## config.mk

```make
export PLATFORM = sky130hd
export DESIGN_NAME = cr_port_target
export DESIGN_NICKNAME = d
export VERILOG_FILES = /design/src/rtl/cr_tgt_pkg.sv /design/src/rtl/cr_strobe_decode.sv /design/src/rtl/cr_hs_ctrl.sv /design/src/rtl/cr_reg_bank.sv /design/src/rtl/cr_port_target.sv
export SDC_FILE = /design/constraint.sdc
export NUM_CORES = 1
export LEC_CHECK = 0
export BUFFER_PORTS_ARGS = -buffer_cell sky130_fd_sc_hd__buf_2
export CELL_PAD_IN_SITES_DETAIL_PLACEMENT = 0
export CELL_PAD_IN_SITES_GLOBAL_PLACEMENT = 2
export CORE_ASPECT_RATIO = 0.9
export CORE_UTILIZATION = 40
export CTS_CLUSTER_SIZE = 25
export DETAILED_ROUTE_END_ITERATION = 7
export GPL_TIMING_DRIVEN = 0
export PLACE_DENSITY = 0.93
export SYNTH_ARGS = -nofsm -noshare
export SYNTH_HDL_FRONTEND = slang
export SYNTH_SLANG_ARGS = --single-unit
```

## constraint.sdc

```tcl
create_clock -name clk -period 7.8 [get_ports clk]
set_clock_uncertainty 0.05 [all_clocks]
set_input_delay 1.17 -clock clk [delete_from_list [all_inputs] [get_ports clk]]
set_output_delay 1.17 -clock clk [all_outputs]
set_load 0.01 [all_outputs]
```

## src/rtl/cr_tgt_pkg.sv

```systemverilog
package cr_tgt_pkg;

    typedef enum logic [1:0] {
        ST_IDLE,
        ST_WAIT,
        ST_ACK
    } hs_state_e;

    typedef enum logic [2:0] {
        CMD_NONE,
        CMD_ADDR,
        CMD_DATA,
        CMD_READ,
        CMD_WRITE
    } cmd_e;

endpackage

```

## src/rtl/cr_strobe_decode.sv

```systemverilog
module cr_strobe_decode
    import cr_tgt_pkg::*;
(
    input  logic [3:0] strb,
    output cmd_e       cmd,
    output logic       any_strb
);
    // strb bit order: 0 capture address, 1 capture data, 2 read, 3 write
    always_comb begin
        any_strb = |strb;
        unique case (strb)
            4'b0001: cmd = CMD_ADDR;
            4'b0010: cmd = CMD_DATA;
            4'b0100: cmd = CMD_READ;
            4'b1000: cmd = CMD_WRITE;
            default: cmd = CMD_NONE;
        endcase
    end
endmodule

```

## src/rtl/cr_hs_ctrl.sv

```systemverilog
module cr_hs_ctrl
    import cr_tgt_pkg::*;
#(
    parameter int WAIT_W = 3
) (
    input  logic              clk,
    input  logic              rst_n,
    input  cmd_e              cmd,
    input  logic              any_strb,
    input  logic [WAIT_W-1:0] ack_wait,
    output logic              fire,
    output logic              ack,
    output logic              busy
);
    typedef struct packed {
        hs_state_e         state;
        logic [WAIT_W-1:0] cnt;
    } hs_t;

    hs_t hs_d, hs_q;

    always_comb begin
        hs_d = hs_q;
        fire = (hs_q.state == ST_IDLE) && (cmd != CMD_NONE);
        unique case (hs_q.state)
            ST_IDLE: begin
                if (fire) begin
                    if (ack_wait == '0) begin
                        hs_d.state = ST_ACK;
                    end else begin
                        hs_d.state = ST_WAIT;
                        hs_d.cnt   = ack_wait;
                    end
                end
            end
            ST_WAIT: begin
                if (hs_q.cnt == WAIT_W'(1)) hs_d.state = ST_ACK;
                else                        hs_d.cnt   = hs_q.cnt - WAIT_W'(1);
            end
            ST_ACK: begin
                if (!any_strb) hs_d.state = ST_IDLE;
            end
            default: hs_d.state = ST_IDLE;
        endcase
    end

    always_ff @(posedge clk) begin
        if (!rst_n) begin
            hs_q.state <= ST_IDLE;
            hs_q.cnt   <= '0;
        end else begin
            hs_q <= hs_d;
        end
    end

    assign ack  = (hs_q.state == ST_ACK);
    assign busy = (hs_q.state != ST_IDLE);
endmodule

```

## src/rtl/cr_reg_bank.sv

```systemverilog
module cr_reg_bank #(
    parameter int          DW       = 16,
    parameter int          NREGS    = 8,
    parameter int unsigned RST_BASE = 32'h0000_A000,
    parameter int unsigned RST_STEP = 32'h0000_0111
) (
    input  logic          clk,
    input  logic          rst_n,
    input  logic          we,
    input  logic [DW-1:0] addr,
    input  logic [DW-1:0] wdata,
    output logic [DW-1:0] rdata
);
    localparam logic [DW-1:0] LIMIT = DW'(NREGS);

    logic [DW-1:0] mem_d [NREGS];
    logic [DW-1:0] mem_q [NREGS];
    logic          in_range;

    assign in_range = (addr < LIMIT);

    for (genvar g = 0; g < NREGS; g++) begin : g_reg
        localparam logic [DW-1:0] RV = DW'(RST_BASE + g * RST_STEP);

        always_comb begin
            mem_d[g] = mem_q[g];
            if (we && in_range && (addr == DW'(g))) mem_d[g] = wdata;
        end

        always_ff @(posedge clk) begin
            if (!rst_n) mem_q[g] <= RV;
            else        mem_q[g] <= mem_d[g];
        end
    end

    always_comb begin
        rdata = '0;
        for (int i = 0; i < NREGS; i++) begin
            if (in_range && (addr == DW'(i))) rdata = mem_q[i];
        end
    end
endmodule

```

## src/rtl/cr_port_target.sv

```systemverilog
module cr_port_target
    import cr_tgt_pkg::*;
#(
    parameter int          DW       = 16,
    parameter int          WAIT_W   = 3,
    parameter int          NREGS    = 8,
    parameter int unsigned RST_BASE = 32'h0000_A000,
    parameter int unsigned RST_STEP = 32'h0000_0111
) (
    input  logic              clk,
    input  logic              rst_n,
    input  logic              cap_addr,
    input  logic              cap_data,
    input  logic              rd_cmd,
    input  logic              wr_cmd,
    input  logic [DW-1:0]     din,
    input  logic [WAIT_W-1:0] ack_wait,
    output logic              ack,
    output logic [DW-1:0]     dout
);
    typedef struct packed {
        logic [DW-1:0] addr;
        logic [DW-1:0] data;
        logic [DW-1:0] dout;
    } lat_t;

    lat_t          lat_d, lat_q;
    logic [3:0]    strb;
    cmd_e          cmd;
    logic          any_strb;
    logic          fire;
    logic          busy;
    logic          we;
    logic          rd_fire;
    logic [DW-1:0] rdata;
    logic [DW-1:0] addr_cur;

    assign strb     = {wr_cmd, rd_cmd, cap_data, cap_addr};
    assign addr_cur = lat_q.addr;

    cr_strobe_decode u_dec (
        .strb     (strb),
        .cmd      (cmd),
        .any_strb (any_strb)
    );

    cr_hs_ctrl #(.WAIT_W(WAIT_W)) u_hs (
        .clk      (clk),
        .rst_n    (rst_n),
        .cmd      (cmd),
        .any_strb (any_strb),
        .ack_wait (ack_wait),
        .fire     (fire),
        .ack      (ack),
        .busy     (busy)
    );

    cr_reg_bank #(
        .DW       (DW),
        .NREGS    (NREGS),
        .RST_BASE (RST_BASE),
        .RST_STEP (RST_STEP)
    ) u_bank (
        .clk   (clk),
        .rst_n (rst_n),
        .we    (we),
        .addr  (lat_q.addr),
        .wdata (lat_q.data),
        .rdata (rdata)
    );

    always_comb begin
        lat_d   = lat_q;
        we      = fire && (cmd == CMD_WRITE);
        rd_fire = fire && (cmd == CMD_READ);
        if (fire) begin
            unique case (cmd)
                CMD_ADDR: lat_d.addr = din;
                CMD_DATA: lat_d.data = din;
                CMD_READ: lat_d.dout = rdata;
                default:  lat_d      = lat_q;
            endcase
        end
    end

    always_ff @(posedge clk) begin
        if (!rst_n) lat_q <= '0;
        else        lat_q <= lat_d;
    end

    assign dout = lat_q.dout;
endmodule

```

==> flow_summary.json <==
{
  "status": "finished clean",
  "grt_pass1_wl_um": 37500,
  "place_hpwl_um": 16800,
  "p_int_mw": 1.48,
  "cts_tree": "built",
  "grt_antenna_before_repair": 0,
  "p_per_area_nw_per_um2": 220,
  "pwr-share-comb_pct": 6.3,
  "p_sw_share_pct": 24.6,
  "numCtsBuffers": 17,
  "switching_power_uw": 484,
  "yosysWarningCount": 0,
  "post-route-period-util_pct": 47.8,
  "synthFlopType": "dfxtp_1",
  "drc": 0,
  "layout-drive-gt1-share_pct": 11.3,
  "synth_common_cells": "267 x nand2_1, 181 x dfxtp_1, 92 x a21oi_1",
  "seqPwrFrac_pct": 47.8,
  "drt-pass1-iter-count": 5,
  "track_usage_pct": 25.3,
  "cts.sinks": 181,
  "relSlewSlack_pct": 20.4,
  "cts_max_path_buffers": 2,
  "synthToLayoutAreaGrowth_pct": 14.4,
  "setup_viol": 0,
  "viasPerCell": 5.34,
  "root_buffer": "clkbuf_16",
  "worst_setup_path_end_kind": "flip-flop",
  "fillers": 1971,
  "ys_seq_area_share_pct": 46.4,
  "cts-hold-fix-buffers": 0,
  "max_cap_viol_count": 0,
  "crit_required_ns": 8.04,
  "finalHoldViolations": 0,
  "ir_worst_vdd_mv": 0.161,
  "core.rowCount": 48,
  "wl_um": 24500,
  "io_pins": 42,
  "antenna_cells": 0,
  "antenna_left": 0,
  "drt-wirelength-per-cell_um": 19.3,
  "yosys_register_bits": 181,
  "fin_nets": 1033,
  "yosysTopAreaCell": "dfxtp_1",
  "synth-edff-count": 0,
  "place_congestion": 0.836,
  "arrival_ns": 3.97,
  "avgSynthCellArea_um2": 8.24,
  "synthArstFlopShare_pct": 0,
  "die_area_um2": 20100,
  "critPathLaunchType": "input port",
  "grt_max_degree": 17,
  "grt_remaining_overflow": 0,
  "die_h_um": 134,
  "start_util_pct": 40.7,
  "first_global_vias": 6170,
  "rsz0062_at_grt": "no",
  "worst_hold_slack_ns": 0.401,
  "synth_cell_types": 45,
  "syn-cell-area_um2": 7800,
  "setup_tns_ns": 0,
  "min_period_ns": 3.72,
  "hp-class": "flip-flop to flip-flop",
  "cts_resized": 0,
  "htree_num_levels": 4,
  "power_frac_clock_pct": 45.9,
  "synthCells": 947,
  "synth_top_area_share_pct": 46.4,
  "synth.most_common_cell": "nand2_1",
  "clkTransAtPathRegs_ns": 0.07,
  "worstSkewPairLatency_ns": 0.44,
  "p_leak_nw": 3.45,
  "report.final.slew_viol_count": 0,
  "vias": 6777,
  "syn_nets": 974,
  "portBuffers": 40,
  "yosys-top-cells-area": "dfxtp_1 46%, nand2_1 13%, mux2i_1 11%, a21oi_1 5.9%, nand3_1 3.5%",
  "worstMarginPinSlew_ns": 1.18,
  "postCtsSetupBuffers": 0,
  "worst-path-max-fanout": 10,
  "core_area_um2": 19200,
  "max_clock_freq_ghz": 0.268,
  "drtIter0Drc": 654,
  "die_x_um": 149,
  "critPathKind": "input port to flip-flop"
}
## sequential cells by signal (all words and copies together) (netlist names)
name and cells:
addr_cur 16, dout 16, lat_q 16, u_bank.mem_q 128
u_hs.hs_q 5
## cell families (layout without fill, tap and decap cells)
group | after synthesis | after routing | share of synthesized area, %
compound gates | 163 | 163 | 11.4
xor+xnor | 1 | 1 | 0.112
fa+ha+maj | 2 | 2 | 0.321
buf+inv | 104 | 176 | 6.14
flops | 181 | 181 | 46.4
mux | 93 | 93 | 12.3
simple gates | 403 | 403 | 23.3
## per-layer routing
metal,wire length [um],global-route usage (%),vias up
met5,0,0,-
met4,448,6.86,0
met3,1310,4.26,19
met2,10600,36.7,202
met1,12200,38.3,3243
li1,-,-,3313
## critical path, stage by stage
cell,delay [ns]
buf_2,0.14
or4b_4,0.56
nor4_1,0.88
nand4_1,0.54
clkbuf_1,0.43
nand2_1,0.16
nand3_1,0.08
## final cells by class
class	count	area (um2)	share of cell area, %
repair buffers	40	200	2.24
flip-flops and latches	181	3620	40.6
plain buffers	97	453	5.08
inverters	7	26.3	0.294
clock inverters	14	178	1.99
clock buffers	18	429	4.81
multi-input cells	662	3700	41.5
well taps	250	313	3.51
## final timing paths
path,start,end,slack [ns],depth (start not counted)
hold reg to reg,u_bank.mem_q[0][19]$_SDFFE_PN0P_,u_bank.mem_q[0][19]$_SDFFE_PN0P_,0.40,2
setup reg to reg,addr_cur[10]$_SDFFE_PN0P_,dout[10]$_SDFFE_PN0P_,4.45,6
setup / recovery,cap_data,u_bank.mem_q[1][18]$_SDFFE_PN1P_,4.08,7
hold / removal,u_bank.mem_q[0][19]$_SDFFE_PN0P_,u_bank.mem_q[0][19]$_SDFFE_PN0P_,0.40,2
## placed cells by master (no fill, tap or decap), drive strengths merged, types with 3 or more instances in the layout
cell,n
a21oi,92
clkbuf,81
inv,9
or4,5
o22ai,27
nor4,9
nor3,4
nand3b,3
nand4,5
dfxtp,181
nor2b,3
nand2,267
o21ai,32
bufinv,3
buf,74
clkinv,3
nand3,55
and2,3
clkinvlp,6
nand2b,4
mux2i,89
nor2,35
## metrics by stage
step | utilization, % | std cells | instance area (um2) | setup slack, ns | power [mW]
after global routing | 46.6 | 1269 | 8920 | 3.76 | 2.02
after detailed placement | 43.4 | 1237 | 8320 | 3.70 | 1.08
after floorplan | - | 947 | 7800 | 4.39 | 1.04
after global placement | 43.4 | 1237 | 8320 | 3.69 | 1.08
after CTS | 46.6 | 1269 | 8920 | 4.15 | 1.97
final | 46.6 | 1269 | 8920 | 4.08 | 1.96
## power groups by stage
stage | clock network, mW | registers (mW) | logic, mW
after floorplan | 0 | 0.959 | 0.0767
after global placement | 0 | 0.960 | 0.122
after detailed placement | 0 | 0.960 | 0.122
after CTS | 0.909 | 0.939 | 0.123
after global routing | 0.943 | 0.940 | 0.135
final | 0.900 | 0.939 | 0.124
(Power assumes the default switching activity.)
